### config.mk
export PLATFORM = sky130hd
export DESIGN_NAME = xbus_ctrl
export DESIGN_NICKNAME = d
export VERILOG_FILES = /design/src/rtl/xbus_pkg.sv /design/src/rtl/xbus_seq.sv /design/src/rtl/xbus_datapath.sv /design/src/rtl/xbus_ctrl.sv
export SDC_FILE = /design/constraint.sdc
export NUM_CORES = 1
export LEC_CHECK = 0
export ABC_AREA = 0
export BUFFER_PORTS_ARGS = -buffer_cell sky130_fd_sc_hd__buf_2
export CAP_MARGIN = 20
export CORE_ASPECT_RATIO = 0.75
export CORE_UTILIZATION = 48
export DETAILED_ROUTE_END_ITERATION = 12
export HOLD_SLACK_MARGIN = 0.15
export PLACE_DENSITY = 0.93
export SKIP_LAST_GASP = 1
export SLEW_MARGIN = 10
export SYNTH_ARGS = -nofsm -noshare
export SYNTH_HDL_FRONTEND = slang
export SYNTH_SLANG_ARGS = --single-unit
### constraint.sdc
create_clock -name clk -period 2.2 [get_ports clk]
set_input_delay 0 -clock clk [delete_from_list [all_inputs] [get_ports clk]]
set_output_delay 0 -clock clk [all_outputs]
set_load 0.005 [all_outputs]
### src/rtl/xbus_pkg.sv
package xbus_pkg;
  typedef enum logic [1:0] {
    PH_IDLE = 2'd0,
    PH_ADDR = 2'd1,
    PH_DATA = 2'd2
  } busPhase_t;

  // Control-to-datapath strobes
  typedef struct packed {
    logic accept;     // latch the request this cycle
    logic addrPhase;  // address phase active
    logic dataPhase;  // data phase active
    logic capture;    // last data cycle: sample read data
  } busStrobe_t;
endpackage

### src/rtl/xbus_seq.sv
module xbus_seq
  import xbus_pkg::*;
#(
  parameter int DATA_CYCLES = 2
) (
  input  logic       clk,
  input  logic       rstN,
  input  logic       reqValid,
  output logic       reqReady,
  output logic       rspValid,
  output busStrobe_t stb
);
  localparam int CNT_W = (DATA_CYCLES > 1) ? $clog2(DATA_CYCLES) : 1;
  localparam logic [CNT_W-1:0] LAST = CNT_W'(DATA_CYCLES - 1);

  busPhase_t phase;
  logic [CNT_W-1:0] cnt;

  always_ff @(posedge clk or negedge rstN) begin
    if (!rstN) begin
      phase    <= PH_IDLE;
      cnt      <= '0;
      rspValid <= 1'b0;
    end else begin
      rspValid <= 1'b0;
      case (phase)
        PH_IDLE: if (reqValid) phase <= PH_ADDR;
        PH_ADDR: begin
          phase <= PH_DATA;
          cnt   <= '0;
        end
        PH_DATA: begin
          if (cnt == LAST) begin
            phase    <= PH_IDLE;
            rspValid <= 1'b1;
          end else begin
            cnt <= cnt + 1'b1;
          end
        end
        default: phase <= PH_IDLE;
      endcase
    end
  end

  always_comb begin
    reqReady      = (phase == PH_IDLE);
    stb.accept    = (phase == PH_IDLE) && reqValid;
    stb.addrPhase = (phase == PH_ADDR);
    stb.dataPhase = (phase == PH_DATA);
    stb.capture   = (phase == PH_DATA) && (cnt == LAST);
  end
endmodule

### src/rtl/xbus_datapath.sv
module xbus_datapath
  import xbus_pkg::*;
#(
  parameter int ADDR_W   = 24,
  parameter int UP_LINES = 6,
  parameter int NUM_CE   = 8,
  parameter int NUM_PCE  = 4
) (
  input  logic               clk,
  input  logic               rstN,
  input  busStrobe_t         stb,
  input  logic               reqIsData,
  input  logic               reqWrite,
  input  logic [ADDR_W-1:0]  reqAddr,
  input  logic [7:0]         reqWdata,
  input  logic [2:0]         upperCfg,
  input  logic [NUM_CE-1:0]  ceMask,
  input  logic [NUM_PCE-1:0] pceMask,
  input  logic               muxMode,
  input  logic [7:0]         adIn,
  output logic [7:0]         rspData,
  output logic [UP_LINES-1:0] addrUp,
  output logic [7:0]         addrHi,
  output logic [7:0]         addrLo,
  output logic [7:0]         adOut,
  output logic               adOe,
  output logic               ale,
  output logic               psenN,
  output logic               rdN,
  output logic               wrN,
  output logic [NUM_CE-1:0]  ceN,
  output logic [NUM_PCE-1:0] pceN
);
  localparam int CE_IW  = $clog2(NUM_CE);
  localparam int PCE_IW = $clog2(NUM_PCE);
  localparam int EXT_W  = ADDR_W + CE_IW;
  localparam int POS_W  = $clog2(EXT_W + 1);
  localparam int BASE   = 16;

  logic              curData, curWrite;
  logic [ADDR_W-1:0] curAddr;
  logic [7:0]        curWdata;

  always_ff @(posedge clk or negedge rstN) begin
    if (!rstN) begin
      curData  <= 1'b0;
      curWrite <= 1'b0;
      curAddr  <= '0;
      curWdata <= '0;
      rspData  <= '0;
    end else begin
      if (stb.accept) begin
        curData  <= reqIsData;
        curWrite <= reqWrite & reqIsData;  // program space is read-only
        curAddr  <= reqAddr;
        curWdata <= reqWdata;
      end
      if (stb.capture && !curWrite) rspData <= adIn;
    end
  end

  // Upper line count, clamped to the number of lines present
  logic [2:0] nUp;
  assign nUp = (upperCfg > 3'(UP_LINES)) ? 3'(UP_LINES) : upperCfg;

  genvar gi;
  generate
    for (gi = 0; gi < UP_LINES; gi++) begin : g_up
      assign addrUp[gi] = (3'(gi) < nUp) ? curAddr[BASE+gi] : 1'b0;
    end
  endgenerate

  // Index decode on a zero-extended address
  logic [EXT_W-1:0]  extAddr;
  logic [POS_W-1:0]  idxPos;
  logic [CE_IW-1:0]  ceIdx;
  logic [PCE_IW-1:0] pceIdx;
  logic              ceOver, pceOver, active;

  always_comb begin
    extAddr = {{CE_IW{1'b0}}, curAddr};
    idxPos  = POS_W'(BASE) + POS_W'(nUp);
    ceIdx   = extAddr[idxPos +: CE_IW];
    pceIdx  = extAddr[idxPos +: PCE_IW];
    ceOver  = (extAddr >> (idxPos + POS_W'(CE_IW))) != '0;
    pceOver = (extAddr >> (idxPos + POS_W'(PCE_IW))) != '0;
    active  = stb.addrPhase | stb.dataPhase;

    ceN  = '1;
    pceN = '1;
    if (active && !curData && !ceOver)
      ceN = ~(ceMask & (NUM_CE'(1) << ceIdx));
    if (active && curData && !pceOver)
      pceN = ~(pceMask & (NUM_PCE'(1) << pceIdx));
  end

  // Address and data ports
  always_comb begin
    addrHi = curAddr[15:8];
    addrLo = muxMode ? curAddr[7:0] : 8'h00;
    ale    = stb.addrPhase && !muxMode;
    adOut  = 8'h00;
    adOe   = 1'b0;
    if (stb.addrPhase && !muxMode) begin
      adOut = curAddr[7:0];
      adOe  = 1'b1;
    end else if (stb.dataPhase && curWrite) begin
      adOut = curWdata;
      adOe  = 1'b1;
    end
    psenN = ~(stb.dataPhase && !curData);
    rdN   = ~(stb.dataPhase && curData && !curWrite);
    wrN   = ~(stb.dataPhase && curData && curWrite);
  end
endmodule

### src/rtl/xbus_ctrl.sv
module xbus_ctrl
  import xbus_pkg::*;
#(
  parameter int ADDR_W      = 24,
  parameter int UP_LINES    = 6,
  parameter int NUM_CE      = 8,
  parameter int NUM_PCE     = 4,
  parameter int DATA_CYCLES = 2
) (
  input  logic                clk,
  input  logic                rstN,
  input  logic                reqValid,
  output logic                reqReady,
  input  logic                reqIsData,
  input  logic                reqWrite,
  input  logic [ADDR_W-1:0]   reqAddr,
  input  logic [7:0]          reqWdata,
  output logic                rspValid,
  output logic [7:0]          rspData,
  input  logic [2:0]          upperCfg,
  input  logic [NUM_CE-1:0]   ceMask,
  input  logic [NUM_PCE-1:0]  pceMask,
  input  logic                muxMode,
  output logic [UP_LINES-1:0] addrUp,
  output logic [7:0]          addrHi,
  output logic [7:0]          addrLo,
  output logic [7:0]          adOut,
  output logic                adOe,
  input  logic [7:0]          adIn,
  output logic                ale,
  output logic                psenN,
  output logic                rdN,
  output logic                wrN,
  output logic [NUM_CE-1:0]   ceN,
  output logic [NUM_PCE-1:0]  pceN
);
  busStrobe_t stb;

  xbus_seq #(.DATA_CYCLES(DATA_CYCLES)) u_seq (
    .clk(clk), .rstN(rstN), .reqValid(reqValid),
    .reqReady(reqReady), .rspValid(rspValid), .stb(stb)
  );

  xbus_datapath #(
    .ADDR_W(ADDR_W), .UP_LINES(UP_LINES), .NUM_CE(NUM_CE), .NUM_PCE(NUM_PCE)
  ) u_dp (
    .clk(clk), .rstN(rstN), .stb(stb),
    .reqIsData(reqIsData), .reqWrite(reqWrite), .reqAddr(reqAddr),
    .reqWdata(reqWdata), .upperCfg(upperCfg), .ceMask(ceMask),
    .pceMask(pceMask), .muxMode(muxMode), .adIn(adIn), .rspData(rspData),
    .addrUp(addrUp), .addrHi(addrHi), .addrLo(addrLo), .adOut(adOut),
    .adOe(adOe), .ale(ale), .psenN(psenN), .rdN(rdN), .wrN(wrN),
    .ceN(ceN), .pceN(pceN)
  );
endmodule

# --- Word level (Yosys, flattened, before mapping) ---
# Cells that the tools add are included.
op_classes:
  n_addsub: 4
  order_cmp: 7
  n_eq_ne: 4
  shifts: 6
  n_mux: 21
  n_bitwise: 9
  reduce_logical: 23
op_table:
  columns: ["op", "n"]
  rows:
  - ["$reduce_bool A27 Y1", 2]
  - ["$shr A24 B5 Y27", 2]
  - ["$mux W8", 4]
  - ["$shiftx A27 B6 Y2", 1]
  - ["$shiftx A27 B6 Y3", 1]
  - ["$logic_and A1 B1 Y1", 13]
  - ["$mux W1", 11]
  - ["$add A5 B2 Y5 const B", 2]
  - ["$and A8 B8 Y8", 1]
  - ["$not A8 Y8", 1]
  - ["$shl A1 B3 Y8 const A", 1]
  - ["$lt A1 B3 Y1 const A", 2]
  - ["$lt A2 B3 Y1 const A", 2]
  - ["$lt A3 B3 Y1 const A", 2]
  - ["$pmux W2 S3", 1]
  - ["$add A5 B3 Y5 const A", 1]
  - ["$logic_not A1 Y1", 5]
  - ["$and A4 B4 Y4", 1]
  - ["$mux W2", 2]
  - ["$mux W4", 1]
  - ["$ne A2 B2 Y1 const B", 2]
  - ["$not A4 Y4", 1]
  - ["$shl A1 B2 Y4 const A", 1]
  - ["$gt A3 B3 Y1 const B", 1]
  - ["11 further kinds", 13]
word_totals:
  regBits: 46
  in_bits: 61
  out_inout_bits: 57

# --- Longest topological paths before layout ---
logic_depth:
  word_depth: 9
  depth_mapped: 8

# --- Modules after synthesis ---
# A second synthesis with hierarchy kept.
unflattened:
  cells_unflattened: 260
  hier_area_um2: 2766.4
modules_own_cells:
  columns: ["module", "instances", "cells_each", "area_per_inst_um2"]
  rows:
  - ["xbus_datapath", 1, 241, 2529.9]
  - ["xbus_seq", 1, 19, 236.5]

# --- Worst setup path before layout ---
# No wires, ideal clock.
synth_timing:
  path_kind: "register -> register"
  from: "register u_seq.phase[0]"
  to: "register u_dp.curAddr[0]"
  setup_ns: 0.125
  t_arrival_ns: 1.546
  slack_ns: 0.530
  stages_incl_launch_ff: 6
  period_less_slack_ns: 1.670
  path_cell_list: "dfrtp_1 > inv_1 > ha_1 > nand2_1 > clkbuf_1 > mux2_2"
synth_via:
  elab_chain_len: 2
synth_rtl:
  columns: ["item", "line", "text"]
  rows:
  - ["from (decl)", "xbus_seq.sv:16", "busPhase_t phase;"]
  - ["from (signal assigned)", "xbus_seq.sv:21", "phase <= PH_IDLE;"]
  - ["from (signal assigned)", "xbus_seq.sv:27", "PH_IDLE: if (reqValid) phase <= PH_ADDR;"]
  - ["from (signal assigned)", "xbus_seq.sv:29", "phase <= PH_DATA;"]
  - ["$logic_not A2 Y1", null, null]
  - ["named net reqReady", "xbus_ctrl.sv:13", "output logic reqReady,"]
  - ["$logic_and A1 B1 Y1", "xbus_seq.sv:47", "stb.accept = (phase == PH_IDLE) && reqValid;"]
  - ["to (signal assigned)", "xbus_datapath.sv:55", "curAddr <= reqAddr;"]
  - ["to (decl)", "xbus_datapath.sv:41", "logic [ADDR_W-1:0] curAddr;"]
# The timed path passes the listed nets, and every way through them passes these cells.
# A chain may end at the register's enable or synchronous reset.

==> summary.txt <==
Run status
  – Status: complete, no violations

Floorplanning
  – Row count: 23
  – Io pins: 118
  – Die Span Y: roughly 67 um
  – DIE AREA: approximately 6000 um^2
  – Core footprint: about 5400 um^2
  – Die W: around 89 um
  – Starting Density: 0.502

Routing
  – DR pass1 iterations: 4
  – WL per Instance: approximately 16 um
  – Vias per inst: between 5 and 6
  – Routed Antenna Nets: 0
  – Drt total wl: 7830 um
  – Drt first-iter violations: roughly 170
  – Routed vias: 2531
  – Drt drc: 0

STA
  – Unrepaired setup endpoints after global routing: no
  – Final slew viol count: 0
  – Final Skew: between 0.01 and 0.015 ns
  – Worst slew margin: 0.616
  – Final worst path period need: slightly above 2 ns
  – # setup viols final: 0
  – Peak Freq: roughly 490 MHz
  – Post-route clock period utilization: 0.928
  – Endpoints failing hold: 0
  – Setup_tns: 0 ns
  – Worst slew pin tran: around 0.57 ns

Finish
  – Final Instance Area: 3870 um^2
  – N_diodes: 0
  – Layout fillers: roughly 390
  – Share of cells above drive strength 1: 0.460
  – Final #Nets: 470
  – Layout area overhead: 42.5%

Power and ir drop
  – Clock group share of total power: 0.130
  – Switching portion of total power: 0.379
  – Worst vdd ir: 0.634 mV
  – Pwr/cell area: just over 1000 nW/um^2
  – Total net switching power: around 1.5 mW
  – Final total power: 4.00 mW
  – Static Leak: approximately 1.8 nW
  – Comb pwr share: 0.453
  – Int Pwr: approximately 2.5 mW
  – Sequential share of power: 0.417

Yosys
  – Asr flop ratio synth: 1.00
  – Syn Inst Count: 247
  – Synthesized area per cell: roughly 11 um^2
  – Ys flop type: dfrtp_1
  – FF+latch count, synth: 46
  – Seq/Total Area, Yosys: 0.424
  – Synth warn: 0
  – Syn nets: between 300 and 400
  – Mapped cell area: roughly 2700 um^2
  – Cell variety after synth: between 40 and 50
  – EDFF count, synth: 0

Critical path
  – Crit path max fanout: 8
  – R2R depth: 5
  – CP Cell Sequence: inv_1 > ha_1 > nand2_1 > nor2_1 > a22o_1 > buf_2
  – WP data required: 2.20 ns
  – Crit. path cell count: 6
  – CP Data Arrival Time: approximately 2 ns
  – Worst Setup End Kind: output port
  – Setup crit start kind: flop
  – CP Class: reg2out
  – Max stage delay on crit path: 0.46 ns
  – Top delay family on crit path: simple AND/OR/NAND/NOR gates
  – WP buf/inv: 2
  – CP max stage cell: nor2_1

Clock tree
  – Cts bufs inserted: 5
  – H-tree depth: 2
  – TritonCTS Sinks: 46
  – CTS Root Cell: clkbuf_8
  – Clock transition at the registers of the reported paths: 0.10 ns
  – CTS tree: built
  – Clock Latency Late Sink: 0.31 ns
  – Post-CTS setup buffer count: 0
  – Maximum clock path buffer count: 2

GRT
  – Total Routing Usage GR: 0.268
  – Global-route wire length before repair: 11800 um
  – Antenna violations before repair: 0
  – Vias in the first global route: 2466
  – GRT Residual Overflow: 0
  – Largest net degree at the start of global routing: 47

Placed design
  – Placed cell area: between 3000 and 4000 um^2
  – Port Buffers: around 120
  – Detail Placement HPWL: roughly 5200 um
  – RePlAce Congestion: approximately 0.9

Flow run
  – Max-cap violation count: 0

Hold path
  – Hold Path Class: in2async
## cells in the mapped netlist (2+ instances only)
master	instances	area (um^2)
dfrtp_1	46	1150
mux2_2	44	495
nand4_1	12	75.1
a21oi_1	11	55.1
and2_1	11	68.8
buf_4	11	82.6
nand2_1	11	41.3
nor2_1	10	37.5
inv_1	9	33.8
a22o_1	8	70.1
ha_1	8	100
nand2b_1	6	37.5
nor2b_1	6	37.5
a211oi_1	5	37.5
clkbuf_1	5	18.8
o21ai_0	4	20.0
and3b_1	3	26.3
nand3_1	3	15.0
a211oi_2	2	25.0
buf_2	2	10.0
mux2i_1	2	20.0
o21a_1	2	15.0
o22ai_1	2	12.5
## registers in the layout (all words and copies together), names as in the netlist
signal	cells
u_seq.phase	2
u_dp.curWdata	8
u_dp.rspData	8
u_dp.curData	1
u_seq.rspValid	1
u_dp.curAddr	24
u_dp.curWrite	1
u_seq.cnt	1
## placed cells by master (no fill, tap or decap), types with 2 or more instances in the layout
cell type	instances
buf_2	117
dfrtp_1	46
mux2_2	44
dlygate4sd3_1	44
nand4_1	12
nand2_1	11
a21oi_1	11
and2_1	11
nor2_1	10
inv_1	9
a22o_1	8
ha_1	8
nor2b_1	6
nand2b_1	6
clkbuf_8	5
a211oi_1	4
o21ai_0	4
buf_4	4
and3b_1	3
nand3_1	3
a211oi_2	3
o22ai_1	2
o21a_1	2
mux2i_1	2
## final timing paths
check	end	from	slack (ns)
min in group clk	ceN[6]	ceMask[6]	0.25
worst min-delay path	u_dp.curAddr[8]$_DFFE_PN0P_	rstN	0.22
worst max register to register	u_dp.rspData[5]$_DFFE_PN0P_	u_seq.phase[0]$_DFFE_PN0P_	0.43
worst min register to register	u_dp.curWdata[1]$_DFFE_PN0P_	u_dp.curWdata[1]$_DFFE_PN0P_	0.52
max in group asynchronous	u_dp.curWdata[4]$_DFFE_PN0P_	rstN	1.46
worst max-delay path	adOut[5]	u_seq.phase[0]$_DFFE_PN0P_	0.16
## worst reg2reg max path: stages (launching register included)
cell and delay [ns]:
dfrtp_1 0.41, inv_1 0.10, ha_1 0.28, nor2b_1 0.21, nand2_1 0.28, mux2_2 0.37
## repair_timing
action                                  in CTS  in global routing
endpoints found under the setup margin       0                  2
gates resized for setup                      0                  1
endpoints found under the hold margin       90                  0
hold buffers                                44                  0
## layout make-up
type / instances / area (um^2) / share of cell area
clock buffers: 5 / 68.8 / 0.0178
well taps: 75 / 93.8 / 0.0242
inverters: 9 / 33.8 / 0.00872
clock inverters: 3 / 21.3 / 0.00549
repair buffers: 167 / 1100 / 0.285
flip-flops and latches: 46 / 1150 / 0.297
multi-input cells: 172 / 1400 / 0.362
## cell families (layout without fill, tap and decap cells)
| kind of cell | after synthesis | in the layout | share of synthesized area |
|---|---|---|---|
| buffers and inverters | 29 | 184 | 0.0631 |
| adder cells (fa/ha/maj) | 8 | 8 | 0.0368 |
| flip-flops | 46 | 46 | 0.424 |
| multiplexers | 46 | 46 | 0.190 |
| AND/OR/NAND/NOR | 70 | 70 | 0.149 |
| AO/OA/AOI/OAI | 48 | 48 | 0.138 |
## power groups by stage
stage / clock (mW) / sequential, mW / combinational [mW]
6_report: 0.521 / 1.67 / 1.81
5_1_grt: 0.565 / 1.72 / 1.98
4_1_cts: 0.538 / 1.64 / 1.77
3_5_place_dp: 0 / 1.65 / 1.70
3_3_place_gp: 0 / 1.62 / 1.64
2_1_floorplan: 0 / 1.52 / 1.24
## through the flow
step,instances,hold slack (ns),utilization,setup slack [ns]
after floorplan,247,-0.296,-,0.530
after global placement,424,0.213,0.612,0.304
after detailed placement,424,0.236,0.612,0.215
after CTS,476,0.252,0.710,0.115
after global routing,477,0.247,0.716,0.0228
final,477,0.216,0.716,0.159
## routing by layer
| metal | part of all wire | global-route usage |
|---|---|---|
| met5 | 0 | 0 |
| met4 | 0.015 | 0.0968 |
| met3 | 0.075 | 0.0721 |
| met2 | 0.48 | 0.454 |
| met1 | 0.42 | 0.330 |
No activity file was read; power rests on OpenSTA's default activity.
